**config.mk**
```make
export PLATFORM = sky130hd
export DESIGN_NAME = gpio_mode_port
export DESIGN_NICKNAME = d
export VERILOG_FILES = /design/src/rtl/gpio_mode_pkg.sv /design/src/rtl/gpio_glitch_filter.sv /design/src/rtl/gpio_pin_ctrl.sv /design/src/rtl/gpio_mode_port.sv
export SDC_FILE = /design/constraint.sdc
export NUM_CORES = 1
export LEC_CHECK = 0
export BUFFER_PORTS_ARGS = -buffer_cell sky130_fd_sc_hd__clkbuf_2
export CAP_MARGIN = 20
export CORE_AREA = 5 5 86 88
export DETAILED_ROUTE_END_ITERATION = 12
export DIE_AREA = 0 0 91 93
export GPL_TIMING_DRIVEN = 0
export PLACE_DENSITY_LB_ADDON = 0.25
export SYNTH_ARGS = -nofsm -noshare
export SYNTH_HDL_FRONTEND = slang
export SYNTH_SLANG_ARGS = --single-unit
```
**constraint.sdc**
```tcl
create_clock -name clk -period 1.25 [get_ports clk]
set_input_delay 0.125 -clock clk [delete_from_list [all_inputs] [get_ports clk]]
set_output_delay 0.125 -clock clk [all_outputs]
set_load 0.05 [all_outputs]
```
**src/rtl/gpio_mode_pkg.sv**
```systemverilog
package gpio_mode_pkg;

    // Per-pin drive style; encoding is decoded by every pin controller.
    typedef enum logic [1:0] {
        MODE_QUASI = 2'b00,
        MODE_INPUT = 2'b01,
        MODE_PUSH  = 2'b10,
        MODE_OPEN  = 2'b11
    } pin_mode_e;

    // Register window selects shared by read and write paths.
    typedef enum logic [1:0] {
        SEL_CFG_LO = 2'd0,
        SEL_CFG_HI = 2'd1,
        SEL_LEVEL  = 2'd2,
        SEL_NONE   = 2'd3
    } reg_sel_e;

    // Quasi-bidirectional boost sequencer.
    typedef enum logic [1:0] {
        BST_IDLE   = 2'd0,
        BST_FIRST  = 2'd1,
        BST_SECOND = 2'd2
    } boost_state_e;

    // Glitch filter sequencer.
    typedef enum logic {
        F_STEADY  = 1'b0,
        F_CONFIRM = 1'b1
    } filt_state_e;

endpackage

```
**src/rtl/gpio_glitch_filter.sv**
```systemverilog
module gpio_glitch_filter
    import gpio_mode_pkg::*;
#(
    parameter int FILT_CLKS = 2
) (
    input  logic clk,
    input  logic rst_n,
    input  logic raw_in,
    output logic level_out
);
    localparam int CW = $clog2(FILT_CLKS + 1);
    localparam logic [CW-1:0] LAST = CW'(FILT_CLKS - 1);

    filt_state_e state_q, state_d;
    logic [CW-1:0] cnt_q, cnt_d;
    logic filt_q, filt_d;

    // State register process
    always_ff @(posedge clk) begin
        if (!rst_n) begin
            state_q <= F_STEADY;
            cnt_q   <= '0;
            filt_q  <= 1'b0;
        end else begin
            state_q <= state_d;
            cnt_q   <= cnt_d;
            filt_q  <= filt_d;
        end
    end

    // Next-state process
    always_comb begin
        state_d = state_q;
        cnt_d   = cnt_q;
        filt_d  = filt_q;
        unique case (state_q)
            F_STEADY: begin
                if (raw_in != filt_q) begin
                    if (FILT_CLKS <= 1) begin
                        filt_d = raw_in;
                    end else begin
                        state_d = F_CONFIRM;
                        cnt_d   = CW'(1);
                    end
                end
            end
            F_CONFIRM: begin
                if (raw_in == filt_q) begin
                    state_d = F_STEADY;
                    cnt_d   = '0;
                end else if (cnt_q >= LAST) begin
                    state_d = F_STEADY;
                    cnt_d   = '0;
                    filt_d  = raw_in;
                end else begin
                    cnt_d = cnt_q + CW'(1);
                end
            end
            default: begin
                state_d = F_STEADY;
                cnt_d   = '0;
            end
        endcase
    end

    assign level_out = filt_q;

    generate
        if (FILT_CLKS >= 2) begin : g_chk

            filt_settle_chk: assert property (@(posedge clk) disable iff (!rst_n)
                (filt_q != $past(filt_q)) |-> ($past(raw_in) == filt_q && $past(raw_in, 2) == filt_q))
                else $error("filter accepted a level that was not held");
        end
    endgenerate

endmodule

```
**src/rtl/gpio_pin_ctrl.sv**
```systemverilog
module gpio_pin_ctrl
    import gpio_mode_pkg::*;
#(
    parameter logic LATCH_RST = 1'b0
) (
    input  logic       clk,
    input  logic       rst_n,
    input  logic [1:0] mode,
    input  logic       lvl_wr,
    input  logic       lvl_bit,
    output logic       drv_hi,
    output logic       pull_weak,
    output logic       drv_lo
);
    boost_state_e state_q, state_d;
    logic latch_q, latch_d;
    logic take, rise;

    assign take = lvl_wr && (pin_mode_e'(mode) != MODE_INPUT);
    assign rise = take && lvl_bit && !latch_q;

    // State register process
    always_ff @(posedge clk) begin
        if (!rst_n) begin
            state_q <= BST_IDLE;
            latch_q <= LATCH_RST;
        end else begin
            state_q <= state_d;
            latch_q <= latch_d;
        end
    end

    // Next-state process
    always_comb begin
        latch_d = take ? lvl_bit : latch_q;
        state_d = state_q;
        unique case (state_q)
            BST_IDLE:   state_d = rise ? BST_FIRST : BST_IDLE;
            BST_FIRST:  state_d = rise ? BST_FIRST : BST_SECOND;
            BST_SECOND: state_d = rise ? BST_FIRST : BST_IDLE;
            default:    state_d = BST_IDLE;
        endcase
    end

    // Output process
    always_comb begin
        drv_hi    = 1'b0;
        pull_weak = 1'b0;
        drv_lo    = 1'b0;
        unique case (pin_mode_e'(mode))
            MODE_QUASI: begin
                drv_lo    = !latch_q;
                pull_weak = latch_q;
                drv_hi    = latch_q && (state_q != BST_IDLE);
            end
            MODE_INPUT: begin
                drv_lo = 1'b0;
            end
            MODE_PUSH: begin
                drv_hi = latch_q;
                drv_lo = !latch_q;
            end
            MODE_OPEN: begin
                drv_lo = !latch_q;
            end
            default: begin
                drv_lo = 1'b0;
            end
        endcase
    end


    hold_latch_chk: assert property (@(posedge clk) disable iff (!rst_n)
        (lvl_wr && pin_mode_e'(mode) == MODE_INPUT) |=> $stable(latch_q))
        else $error("input-only latch changed on write");


    boost_start_chk: assert property (@(posedge clk) disable iff (!rst_n)
        ($rose(latch_q) && pin_mode_e'(mode) == MODE_QUASI) |-> drv_hi)
        else $error("quasi rise without strong pull-up");


    push_follow_chk: assert property (@(posedge clk) disable iff (!rst_n)
        ($past(lvl_wr) && pin_mode_e'($past(mode)) == MODE_PUSH && pin_mode_e'(mode) == MODE_PUSH)
        |-> (drv_hi == $past(lvl_bit) && drv_lo == !$past(lvl_bit)))
        else $error("push-pull pin does not follow written bit");

endmodule

```
**src/rtl/gpio_mode_port.sv**
```systemverilog
module gpio_mode_port
    import gpio_mode_pkg::*;
#(
    parameter int DATA_W    = 8,
    parameter int FILT_CLKS = 2
) (
    input  logic              clk,
    input  logic              rst_n,
    input  logic              wr_en,
    input  logic [1:0]        wr_sel,
    input  logic [DATA_W-1:0] wr_data,
    input  logic [1:0]        rd_sel,
    output logic [DATA_W-1:0] rd_data,
    input  logic [DATA_W-1:0] pad_in,
    output logic [DATA_W-1:0] pad_drv_hi,
    output logic [DATA_W-1:0] pad_pull_weak,
    output logic [DATA_W-1:0] pad_drv_lo
);
    localparam int HALF = DATA_W / 2;
    localparam logic [DATA_W-1:0] CFG_RST = {HALF{2'b01}};
    localparam logic [DATA_W-1:0] LVL_RST = {{(DATA_W - HALF){1'b0}}, {HALF{1'b1}}};

    logic [DATA_W-1:0] cfg_lo_q, cfg_hi_q;
    logic [DATA_W-1:0] pin_level;
    logic              lvl_wr;

    assign lvl_wr = wr_en && (reg_sel_e'(wr_sel) == SEL_LEVEL);

    always_ff @(posedge clk) begin
        if (!rst_n) begin
            cfg_lo_q <= CFG_RST;
            cfg_hi_q <= CFG_RST;
        end else if (wr_en) begin
            if (reg_sel_e'(wr_sel) == SEL_CFG_LO) cfg_lo_q <= wr_data;
            if (reg_sel_e'(wr_sel) == SEL_CFG_HI) cfg_hi_q <= wr_data;
        end
    end

    generate
        for (genvar i = 0; i < DATA_W; i++) begin : g_pin
            logic [1:0] pin_mode;
            if (i < HALF) begin : g_lo
                assign pin_mode = cfg_lo_q[2*i +: 2];
            end else begin : g_hi
                assign pin_mode = cfg_hi_q[2*(i-HALF) +: 2];
            end

            gpio_pin_ctrl #(
                .LATCH_RST (LVL_RST[i])
            ) u_ctrl (
                .clk       (clk),
                .rst_n     (rst_n),
                .mode      (pin_mode),
                .lvl_wr    (lvl_wr),
                .lvl_bit   (wr_data[i]),
                .drv_hi    (pad_drv_hi[i]),
                .pull_weak (pad_pull_weak[i]),
                .drv_lo    (pad_drv_lo[i])
            );

            gpio_glitch_filter #(
                .FILT_CLKS (FILT_CLKS)
            ) u_filt (
                .clk       (clk),
                .rst_n     (rst_n),
                .raw_in    (pad_in[i]),
                .level_out (pin_level[i])
            );
        end
    endgenerate

    always_comb begin
        rd_data = '0;
        unique case (reg_sel_e'(rd_sel))
            SEL_CFG_LO: rd_data = cfg_lo_q;
            SEL_CFG_HI: rd_data = cfg_hi_q;
            SEL_LEVEL:  rd_data = pin_level;
            SEL_NONE:   rd_data = '0;
            default:    rd_data = '0;
        endcase
    end


    cfg_keep_chk: assert property (@(posedge clk) disable iff (!rst_n)
        (!wr_en) |=> ($stable(cfg_lo_q) && $stable(cfg_hi_q)))
        else $error("configuration changed without a write");

endmodule

```
==> results.json <==
{
  "status": "complete, but fails checks",
  "violations": "setup timing",
  "async_reset_ff_share_pct": 0,
  "p_switching_uw": 1520,
  "tritoncts": "yes",
  "drive_above_1_share_pct": 47.6,
  "maxCapViolations": 0,
  "cts.clk_slew.worst_paths_ns": 0.08,
  "grt.busiest_layer": "met2",
  "synth_most_common_cell": "dfxtp_1",
  "power_frac_clock_pct": 33.9,
  "crit_fanout": 4,
  "crit_family": "flip-flops",
  "synth_nets": 434,
  "ant_nets": 0,
  "synth_top_area_share_pct": 40.1,
  "synth-edff-count": 0,
  "met2_usage_pct": 41.0,
  "layout.nets": 509,
  "reg2reg_from": "cfg_lo_q[3]",
  "slew_violations": 0,
  "clock_latency_ns": 0.35,
  "fin_ws_ns": -0.100,
  "ys_seq_elements": 72,
  "setup_viol": 30,
  "clk_path_buf_depth": 2,
  "r2r_end": "g_pin[1].u_ctrl.latch_q",
  "stdcell_area_mm2": 0.00535,
  "yosysSeqAreaShare_pct": 40.1,
  "io_pins": 55,
  "vdd_drop_max_mv": 0.834,
  "swShare_pct": 29.5,
  "grt_pass1_wl_mm": 16.2,
  "clockRootBuffer": "clkbuf_8",
  "portBuffers": 53,
  "drc_errors": 0,
  "grt_max_degree": 13,
  "fp.coreArea_mm2": 0.00657,
  "rrSetupSlack_ns": 0.03,
  "firstDrtPassIters": 4,
  "r2r_cells": 6,
  "avgSynthCellArea_um2": 9.10,
  "hp-start": "wr_data[0]",
  "die-area_mm2": 0.00846,
  "critPathBufInv": 2,
  "wire_per_inst_um": 18.8,
  "vias_per_cell": 5.72,
  "p_leak_uw": 0.00225,
  "cp-start-kind": "flop",
  "finalHoldViolCount": 0,
  "max_freq_ghz": 0.741,
  "syn2layout_area_growth_pct": 49.0,
  "grt_overflow": 0,
  "syn_area_mm2": 0.00359,
  "crit_chain": "nand2b_4 > nor2_1 > buf_4 > clkbuf_16",
  "powerDensity_mw_per_mm2": 960,
  "worst_pin_slew_ns": 0.497,
  "yosysTopAreaCell": "dfxtp_1",
  "slowest_delay_ns": 0.37,
  "relSlewSlack_pct": 66.9,
  "rows": 30,
  "finalCriticalPeriod_ns": 1.35,
  "final_util_pct": 81.5,
  "use_met3_pct": 6.28,
  "rsz0062_at_grt": "yes",
  "arrival_ns": 1.23,
  "dr_total_vias": 3177,
  "drtIter0Drc": 121,
  "required_ns": 1.12,
  "antenna_found_initial": 0,
  "die_h_um": 93,
  "whs_ns": 0.0236,
  "dpl-instance-area_mm2": 0.00399,
  "worstSetupEndpointType": "output pin",
  "post-route-period-util_pct": 108,
  "pwr-share-comb_pct": 18.3,
  "die_width_um": 91,
  "finClkSkew_ns": 0.0103,
  "track_usage_pct": 24.0,
  "cts_sinks": 72,
  "hold-path-cell-count": 2,
  "synth_top_cells_by_area": "dfxtp_1, mux2i_1, nor2b_1",
  "antennaDiodeCount": 0,
  "hp-class": "input pin to flop",
  "synthTopCellsByCount": "dfxtp_1, nand2_1, nor2b_1, mux2i_1, buf_4",
  "globalplace.congestion": 0.815,
  "fillerInstances": 367,
  "initial_core_util_pct": 54.7,
  "htree_levels": 3,
  "dp_hpwl_mm": 5.86,
  "grt_pass1_vias": 3244,
  "pwr-share-seq_pct": 47.7,
  "wirelength_mm": 10.4,
  "ys_types": 31,
  "ys.flop_type": "dfxtp_1",
  "cts_buffers": 9,
  "synth_cells": 395,
  "yosys_warnings": 0,
  "internal_power_uw": 3620,
  "min_to": "g_pin[0].u_ctrl.state_q[1]",
  "worstSetupPathType": "flop to output pin",
  "met1_usage_pct": 27.7,
  "crit_slowest_cell": "dfxtp_4"
}
[cells in the final DEF (no fill, tap or decap), types with 9 or more instances in the layout]
cell type	instances
dfxtp_1	26
nor2_4	22
clkbuf_16	24
mux2i_1	26
clkbuf_8	12
a21boi_0	13
inv_1	20
o21ai_2	9
ha_1	16
dfxtp_4	14
dfxtp_2	32
clkbuf_2	20
buf_4	31
nand2_1	44
nor2b_1	21
[sequential cells by signal (all words and copies together), names as in the netlist]
name                    cells
g_pin.u_ctrl.latch_q        8
g_pin.u_ctrl.state_q       16
cfg_hi_q                    8
g_pin.u_filt.level_out      8
g_pin.u_filt.state_q        8
g_pin.u_filt.cnt_q         16
cfg_lo_q                    8
[stage by stage]
step / total power [µW] / cells / setup TNS [ns] / worst slack (ns)
global route: 5330 / 555 / -2.78 / -0.143
detailed placement: 3200 / 528 / -0.636 / -0.0954
global placement: 3170 / 528 / -0.488 / -0.0747
finish: 5140 / 555 / -1.40 / -0.100
CTS: 5030 / 546 / -1.34 / -0.0997
floorplan: 2990 / 395 / 0 / 0.198
[repair_timing]
action / in CTS / in global routing
pin swaps: 27 / 17
hold buffers: 1 / 0
hold endpoints to repair: 1 / 0
setup endpoints to repair: 32 / 36
gates resized for setup: 210 / 46
buffers inserted: 21 / 12
[layer usage]
layer,wire (µm),vias up
met1,4300,1571
met2,5410,88
met3,487,21
met5,0,-
met4,211,0
li1,-,1497
[power by group through the flow]
| stage | sequential, µW | clock [µW] | combinational [µW] |
|---|---|---|---|
| after floorplan | 2480 | 0 | 509 |
| after global placement | 2500 | 0 | 667 |
| after detailed placement | 2500 | 0 | 694 |
| after CTS | 2450 | 1730 | 853 |
| after global routing | 2470 | 1850 | 1010 |
| final | 2450 | 1740 | 941 |
[cell type report]
class	instances	area [µm²]	share of cell area [%]
repair buffers	87	1110	20.7
multi-input cells	266	2270	42.4
well taps	80	100	1.87
clock buffers	11	151	2.83
flip-flops and latches	72	1530	28.7
plain buffers	14	78.8	1.47
clock inverters	5	31.3	0.584
inverters	20	75.1	1.40
[worst register-to-register path: cells and delay by family, from the launching register on]
family | cells | cell delay [ns]
AO/OA/AOI/OAI | 2 | 0.28
buffers and inverters | 3 | 0.36
AND/OR/NAND/NOR | 1 | 0.04
flip-flops | 1 | 0.40
[kinds of logic after synthesis]
group                      count (synthesis)  share of synthesized area, %
xor gates and xnor gates                   8                          1.95
AOI/OAI and AO/OA                         58                          11.7
DFF                                       72                          40.1
adders and majority gates                 16                          5.57
and+or+nand+nor                          154                          23.2
buffers and inverters                     57                          9.09
muxes                                     30                          8.36
[worst max-delay path by stage]
stage          cells past startpoint  slack, ns                   endpoint                startpoint
2_1_floorplan                      5       0.20  g_pin[3].u_filt.level_out  g_pin[3].u_filt.cnt_q[0]
3_3_place_gp                       6      -0.07                 rd_data[2]                 rd_sel[0]
3_5_place_dp                       6       -0.1                 rd_data[3]                 rd_sel[0]
4_1_cts                            4       -0.1              pad_drv_hi[0]               cfg_lo_q[0]
5_1_grt                            4      -0.14              pad_drv_hi[0]               cfg_lo_q[0]
6_report                           4      -0.10              pad_drv_hi[0]               cfg_lo_q[0]
(Power assumes the default switching activity.)
